`config.mk`:
```
export PLATFORM = sky130hd
export DESIGN_NAME = wb_reg_bridge
export DESIGN_NICKNAME = d
export VERILOG_FILES = /design/src/rtl/wbb_pkg.sv /design/src/rtl/wbb_classify.sv /design/src/rtl/wb_reg_bridge.sv
export SDC_FILE = /design/constraint.sdc
export NUM_CORES = 1
export LEC_CHECK = 0
export CORE_ASPECT_RATIO = 0.8
export CORE_MARGIN = 8
export CORE_UTILIZATION = 35
export CTS_BUF_LIST = sky130_fd_sc_hd__clkbuf_8
export DETAILED_ROUTE_END_ITERATION = 6
export PLACE_DENSITY = 0.68
export SLEW_MARGIN = 20
export SYNTH_ARGS = -nofsm -noshare
export SYNTH_HDL_FRONTEND = slang
export SYNTH_HIERARCHICAL = 1
export SYNTH_SLANG_ARGS = --single-unit
```
`constraint.sdc`:
```
create_clock -name clk -period 2.8 [get_ports clk]
set_input_delay 0.56 -clock clk [delete_from_list [all_inputs] [get_ports clk]]
set_output_delay 0.56 -clock clk [all_outputs]
set_load 0.05 [all_outputs]
```
`src/rtl/wbb_pkg.sv`:
```
package wbb_pkg;

    typedef enum logic [1:0] {
        ST_IDLE = 2'd0,
        ST_BUSY = 2'd1,
        ST_RESP = 2'd2
    } wbb_state_e;

endpackage

```
`src/rtl/wbb_classify.sv`:
```
module wbb_classify #(
    parameter int DATA_W       = 32,
    parameter bit ERR_BAD_ADDR = 1'b1,
    parameter bit ERR_BAD_DIR  = 1'b1
) (
    input  logic              is_read,
    input  logic              bad_addr,
    input  logic              bad_dir,
    input  logic [DATA_W-1:0] tgt_rdata,
    output logic              raise_err,
    output logic [DATA_W-1:0] ret_rdata
);

    logic addr_err;
    logic dir_err;

    generate
        if (ERR_BAD_ADDR) begin : g_addr_on
            assign addr_err = bad_addr;
        end else begin : g_addr_off
            assign addr_err = 1'b0;
        end
        if (ERR_BAD_DIR) begin : g_dir_on
            assign dir_err = bad_dir;
        end else begin : g_dir_off
            assign dir_err = 1'b0;
        end
    endgenerate

    always_comb begin
        raise_err = addr_err | dir_err;
        // any fault, reported or not, yields zero data
        if (is_read && !bad_addr && !bad_dir) begin
            ret_rdata = tgt_rdata;
        end else begin
            ret_rdata = '0;
        end
    end

endmodule

```
`src/rtl/wb_reg_bridge.sv`:
```
module wb_reg_bridge
    import wbb_pkg::*;
#(
    parameter int ADDR_W       = 8,
    parameter int DATA_W       = 32,
    parameter bit ERR_BAD_ADDR = 1'b1,
    parameter bit ERR_BAD_DIR  = 1'b1
) (
    input  logic                clk,
    input  logic                rst_n,
    input  logic                bus_cyc,
    input  logic                bus_stb,
    input  logic                bus_we,
    input  logic [ADDR_W-1:0]   bus_adr,
    input  logic [DATA_W-1:0]   bus_wdat,
    input  logic [DATA_W/8-1:0] bus_sel,
    output logic                bus_stall,
    output logic                bus_ack,
    output logic                bus_err,
    output logic [DATA_W-1:0]   bus_rdat,
    output logic                req_valid,
    output logic                req_write,
    output logic [ADDR_W-1:0]   req_addr,
    output logic [DATA_W-1:0]   req_wdata,
    output logic [DATA_W/8-1:0] req_wmask,
    input  logic                rsp_done,
    input  logic [DATA_W-1:0]   rsp_rdata,
    input  logic                rsp_bad_addr,
    input  logic                rsp_bad_dir
);

    localparam int SEL_W = DATA_W / 8;

    typedef struct packed {
        wbb_state_e        state;
        logic              write;
        logic [ADDR_W-1:0] addr;
        logic [DATA_W-1:0] wdata;
        logic [SEL_W-1:0]  wmask;
        logic              ack;
        logic              err;
        logic [DATA_W-1:0] rdat;
    } regs_t;

    regs_t r_q, r_d;

    logic              cls_err;
    logic [DATA_W-1:0] cls_rdata;

    wbb_classify #(
        .DATA_W      (DATA_W),
        .ERR_BAD_ADDR(ERR_BAD_ADDR),
        .ERR_BAD_DIR (ERR_BAD_DIR)
    ) u_classify (
        .is_read  (!r_q.write),
        .bad_addr (rsp_bad_addr),
        .bad_dir  (rsp_bad_dir),
        .tgt_rdata(rsp_rdata),
        .raise_err(cls_err),
        .ret_rdata(cls_rdata)
    );

    always_comb begin
        r_d      = r_q;
        r_d.ack  = 1'b0;
        r_d.err  = 1'b0;
        r_d.rdat = '0;
        unique case (r_q.state)
            ST_IDLE: begin
                if (bus_stb) begin
                    r_d.state = ST_BUSY;
                    r_d.write = bus_we;
                    r_d.addr  = bus_adr;
                    r_d.wdata = bus_wdat;
                    r_d.wmask = bus_sel;
                end
            end
            ST_BUSY: begin
                if (rsp_done) begin
                    r_d.state = ST_RESP;
                    r_d.err   = cls_err;
                    r_d.ack   = !cls_err;
                    r_d.rdat  = cls_err ? '0 : cls_rdata;
                end
            end
            ST_RESP: begin
                r_d.state = ST_IDLE;
            end
            default: begin
                r_d.state = ST_IDLE;
            end
        endcase
    end

    always_ff @(posedge clk) begin
        if (!rst_n) begin
            r_q <= '0;
        end else begin
            r_q <= r_d;
        end
    end

    assign bus_stall = (r_q.state != ST_IDLE);
    assign bus_ack   = r_q.ack;
    assign bus_err   = r_q.err;
    assign bus_rdat  = r_q.rdat;
    assign req_valid = (r_q.state == ST_BUSY);
    assign req_write = r_q.write;
    assign req_addr  = r_q.addr;
    assign req_wdata = r_q.wdata;
    assign req_wmask = r_q.wmask;

    // capture does not depend on the cycle input
    p_capture_r1: assert property (@(posedge clk) disable iff (!rst_n)
        (!bus_stall && bus_stb && !bus_cyc) |=> req_valid);

    // completion is a single-cycle pulse
    p_pulse_r2: assert property (@(posedge clk) disable iff (!rst_n)
        (bus_ack || bus_err) |=> !(bus_ack || bus_err));

    // done while outstanding is answered next cycle
    p_answer_r2: assert property (@(posedge clk) disable iff (!rst_n)
        (req_valid && rsp_done) |=> (bus_ack || bus_err));

    // stall covers the response cycle
    p_stall_resp_r3: assert property (@(posedge clk) disable iff (!rst_n)
        (bus_ack || bus_err) |-> bus_stall);

    // the issued request is frozen until done
    p_hold_r4: assert property (@(posedge clk) disable iff (!rst_n)
        (req_valid && !rsp_done) |=>
            (req_valid && $stable(req_addr) && $stable(req_wdata)
             && $stable(req_write) && $stable(req_wmask)));

    // reported bad address gives error only
    p_bad_addr_r5: assert property (@(posedge clk) disable iff (!rst_n)
        (req_valid && rsp_done && rsp_bad_addr && ERR_BAD_ADDR) |=>
            (bus_err && !bus_ack));

    // reported bad direction gives error only
    p_bad_dir_r6: assert property (@(posedge clk) disable iff (!rst_n)
        (req_valid && rsp_done && rsp_bad_dir && ERR_BAD_DIR) |=>
            (bus_err && !bus_ack));

    // unreported faults complete normally with zero data
    p_quiet_fault_r7: assert property (@(posedge clk) disable iff (!rst_n)
        (req_valid && rsp_done && (rsp_bad_addr || rsp_bad_dir)
         && !(rsp_bad_addr && ERR_BAD_ADDR) && !(rsp_bad_dir && ERR_BAD_DIR))
            |=> (bus_ack && bus_rdat == '0));

    // never both responses
    p_excl_r8: assert property (@(posedge clk) disable iff (!rst_n)
        !(bus_ack && bus_err));

    // read data is zero outside an acknowledge
    p_rdat_zero_r9: assert property (@(posedge clk) disable iff (!rst_n)
        !bus_ack |-> (bus_rdat == '0));

endmodule

```
Yosys cells after proc, flatten, opt, wreduce, memory -nomap -nowiden. Index checks and enable logic that the tools add are counted.

Bits in registers: 81. Input port bits: 84. Output and inout port bits: 81.

Equality and inequality tests: 3. Mux-type cells: 3. Bitwise operators: 5. Reductions and logical operators: 12.

Operators by type and width (count): 2-to-1 mux 47 bit (1); OR reduction 5 bit (1); zero test 1 bit (4); inverter 1 bit (4); case mux 2 bit (2 select lines) (1); AND reduction 2 bit (2); AND reduction 3 bit (1); == test 2 x 1 -> 1 bit, second input constant (1); logical AND 1 bit (2); zero test 2 bit (1); 2-to-1 mux 2 bit (1); != test 2 x 1 -> 1 bit, second input constant (1); != test 2 bit, second input constant (1); nonzero test 2 bit (1); bitwise OR 1 bit (1).

Logic depth before layout (Yosys ltp).
Depth after elaboration: 5. Depth in mapped cells: 6. Mapped depth without buffers: 4.

Hierarchy. Netlist, hierarchy kept.

By module, submodules not included: wb_reg_bridge (times used 1, cells each 393, area an instance 3533.4 sq um, sequential area each 1621.6 sq um); wbb_classify (times used 1, cells each 42, area an instance 417.9 sq um, sequential area each 0.0 sq um).

Worst setup path after synthesis. OpenSTA, ideal clock, no wires.

Kind: register -> output. From: reg r_q[79] (netlist bit). To: out req_valid. Arrival time: 1.152 ns. Path slack: 1.088 ns. Stages on the path, launching flop included: 2. Path buffers: 0. Cell sequence: dfxtp_1 > nor2b_1.

Longest elaborated chain between the ends: 1.

RTL lines: start: declaration (line wb_reg_bridge.sv:45) `regs_t r_q, r_d;`; start signal: assignment (line wb_reg_bridge.sv:99) `r_q <= r_d;`; == test 2 x 1 -> 1 bit (line wb_reg_bridge.sv:107) `assign req_valid = (r_q.state == ST_BUSY);`; end: declaration (line wb_reg_bridge.sv:21) `output logic req_valid,`.

Every way passes these cells.

Worst setup path after layout. Ends and elaborated chain as after synthesis.

==> impl_metrics.toml <==
[run_status]
status = "complete, no violations"

[logic_synthesis]
synth_area_um2 = 3950
synth.distinct_cells = 21
synth_edf_count = 0
yosys_most_used_dff = "dfxtp_1"
yosysWarnings = 6
synth_nets = 519
avgSynthCellArea_um2 = 9.08
synthCells = 435
yosysSeqAreaShare_pct = 41.0
synth-async-reset-ratio_pct = 0
synth-seq-cells = 81

[cells_and_area]
syn2layout_area_growth_pct = 33.9
n_antenna_cell = 0
fin_nets = 593
drive_gt1_share_pct = 7.00
layout.cells.non_filler = 658
utilization_pct = 48.4

[worst_hold_path]
hp-class = "register to register"
hold_end = "req_wmask[1]"
min_from = "req_wmask[1]"
whs_path_depth = 2

[timing]
hold_viol = 0
rsz0062_at_grt = "no"
min_period_ns = 2.39
fin_ws_ns = 0.412
max_freq_mhz = 419
worst_pin_slew_ns = 0.702
drv_slew = 0
setup_tns_ns = 0
finalSetupViolations = 0
min_period_over_period_pct = 85.3
slew_headroom_pct = 53.1
skew_ns = 0.00860

[die]
die_area_um2 = 15000
boundaryPins = 165
core_area_um2 = 10900
rows = 34
initial_core_util_pct = 36.1
die_w_um = 135
die_h_um = 111

[setup_path]
reg2reg_depth = 4
rrSetupSlack_ns = 1.29
cp.required_ns = 2.24
r2r-start = "req_write"
cp_max_fo = 6
startpoint_type = "register"
path_class = "register to output port"
worstPathArrival_ns = 1.83
cp-end-kind = "output port"
timing.rr.end = "bus_rdat[6]"

[drt]
drc = 0
vias = 2906
postRouteAntennaNets = 0
drt_iter0_drc = 167
vias_per_cell = 4.42
wl_mm = 9.53
first_pass_iters = 4
wl_per_cell_um = 14.5

[cts]
clock_sinks = 81
cts.clk_slew.worst_paths_ns = 0.09
h-tree-depth = 3
hold_buffers = 0
cts-buffers-inserted = 9
cts_tree = "done"
cts_resized = 0
cts_buffer_depth = 2
post_cts_buffers = 0
root_buffer = "clkbuf_8"
clk_latency_ns = 0.35

[global_routing]
grt-ovfl-total = 0
grt_max_degree = 92
antenna_found_initial = 0
grt_pass1_wl_mm = 14.8
globalRouteTotalUtil_pct = 12.3
grt_pass1_vias = 2845

[placed_design]
place_inst = 642
post-place-ws_ns = 0.777
dp_hpwl_mm = 6.92
port_buffers = 163
gp_congestion = 0.698

[power]
vdd_drop_max_mv = 0.375
power_density_nw_per_um2 = 540
p_leak_nw = 2.03

[job]
maxCapViolations = 0
[critical path, stage by stage, from the launching register on]
cell             delay (ns)
dfxtp_1                0.48
nor2b_1                0.17
clkdlybuf4s50_1        0.83
[report_power, final]
group | internal (mW) | switching [mW] | total (mW) | leakage (nW)
Sequential | 1.20 | 0.0269 | 1.23 | 0.660
Combinational | 0.273 | 0.335 | 0.608 | 1.25
Clock | 0.592 | 0.429 | 1.02 | 0.115
[synthesized netlist by cell type (3+ instances only)]
library cell	number	area share, %
nand2_1	90	8.5
dfxtp_1	81	41
buf_4	79	15
mux2i_1	45	11
inv_1	35	3.3
nor3_1	33	4.2
nor4bb_1	24	6.1
buf_2	20	2.5
nor4bb_2	5	2.1
buf_12	4	2.0
and4bb_2	3	0.95
clkbuf_1	3	0.28
nand2b_1	3	0.48
[registers in the layout, indices dropped and copies added, names as in the netlist]
signal / cells
req_addr: 8
bus_ack: 1
bus_rdat: 32
req_wdata: 32
bus_err: 1
req_wmask: 4
req_write: 1
r_q: 2
[worst max-delay path by stage]
stage / start / endpoint / slack, ns / cells past startpoint
floorplan: r_q[79] / req_valid / 1.09 / 1
global placement: r_q[79] / req_valid / 0.80 / 2
detailed placement: r_q[79] / req_valid / 0.78 / 2
CTS: r_q[79] / req_valid / 0.37 / 2
global route: r_q[79] / req_valid / 0.33 / 2
finish: r_q[79] / req_valid / 0.41 / 2
[through the flow]
stage                     hold slack (ns)  instance area, µm²  power [mW]
after global placement              0.441                5050        1.86
after floorplan                     0.435                3950        1.70
after CTS                           0.464                5290        2.91
after detailed placement            0.451                5050        1.87
after global routing                0.476                5290        2.99
final                               0.460                5290        2.86
[cell type report]
class	instances	area (µm²)
fill	999	5640
timing repair buffer	170	1700
sequential	81	1620
multi-input combinational	212	1410
tap	144	180
inverter	35	131
clock buffer	9	124
clock inverter	7	119
[per-layer routing]
metal / share of wire (%) / global-route usage, % / vias to the layer above / routed length [µm]
met5: 0 / 0 / - / 0
met4: 0.84 / 3.81 / 0 / 80
met3: 14 / 8.51 / 8 / 1320
met2: 43 / 19.0 / 104 / 4100
met1: 42 / 13.2 / 1328 / 4030
li1: - / - / 1466 / -
[cell usage in the layout (no fill, tap or decap), drive strengths merged, types with 2 or more instances in the layout]
| cell | count |
|---|---|
| clkdlybuf4s50 | 162 |
| nand2 | 90 |
| dfxtp | 81 |
| mux2i | 45 |
| inv | 35 |
| nor3 | 33 |
| nor4bb | 29 |
| clkbuf | 9 |
| buf | 8 |
| nand2b | 3 |
| bufinv | 3 |
| and4bb | 3 |
| or2 | 2 |
| nor2 | 2 |
| clkinvlp | 2 |
| clkinv | 2 |
[kinds of logic (layout without fill, tap and decap cells)]
logic type / Yosys count / count (layout) / share of synthesized area [%]
AO/OA/AOI/OAI: 1 / 1 / 0.127
multiplexers: 45 / 45 / 11.4
flip-flops: 81 / 81 / 41.0
AND/OR/NAND/NOR: 166 / 166 / 24.0
buffers and inverters: 142 / 221 / 23.5
Note: power is estimated with default switching activity, not from simulation.
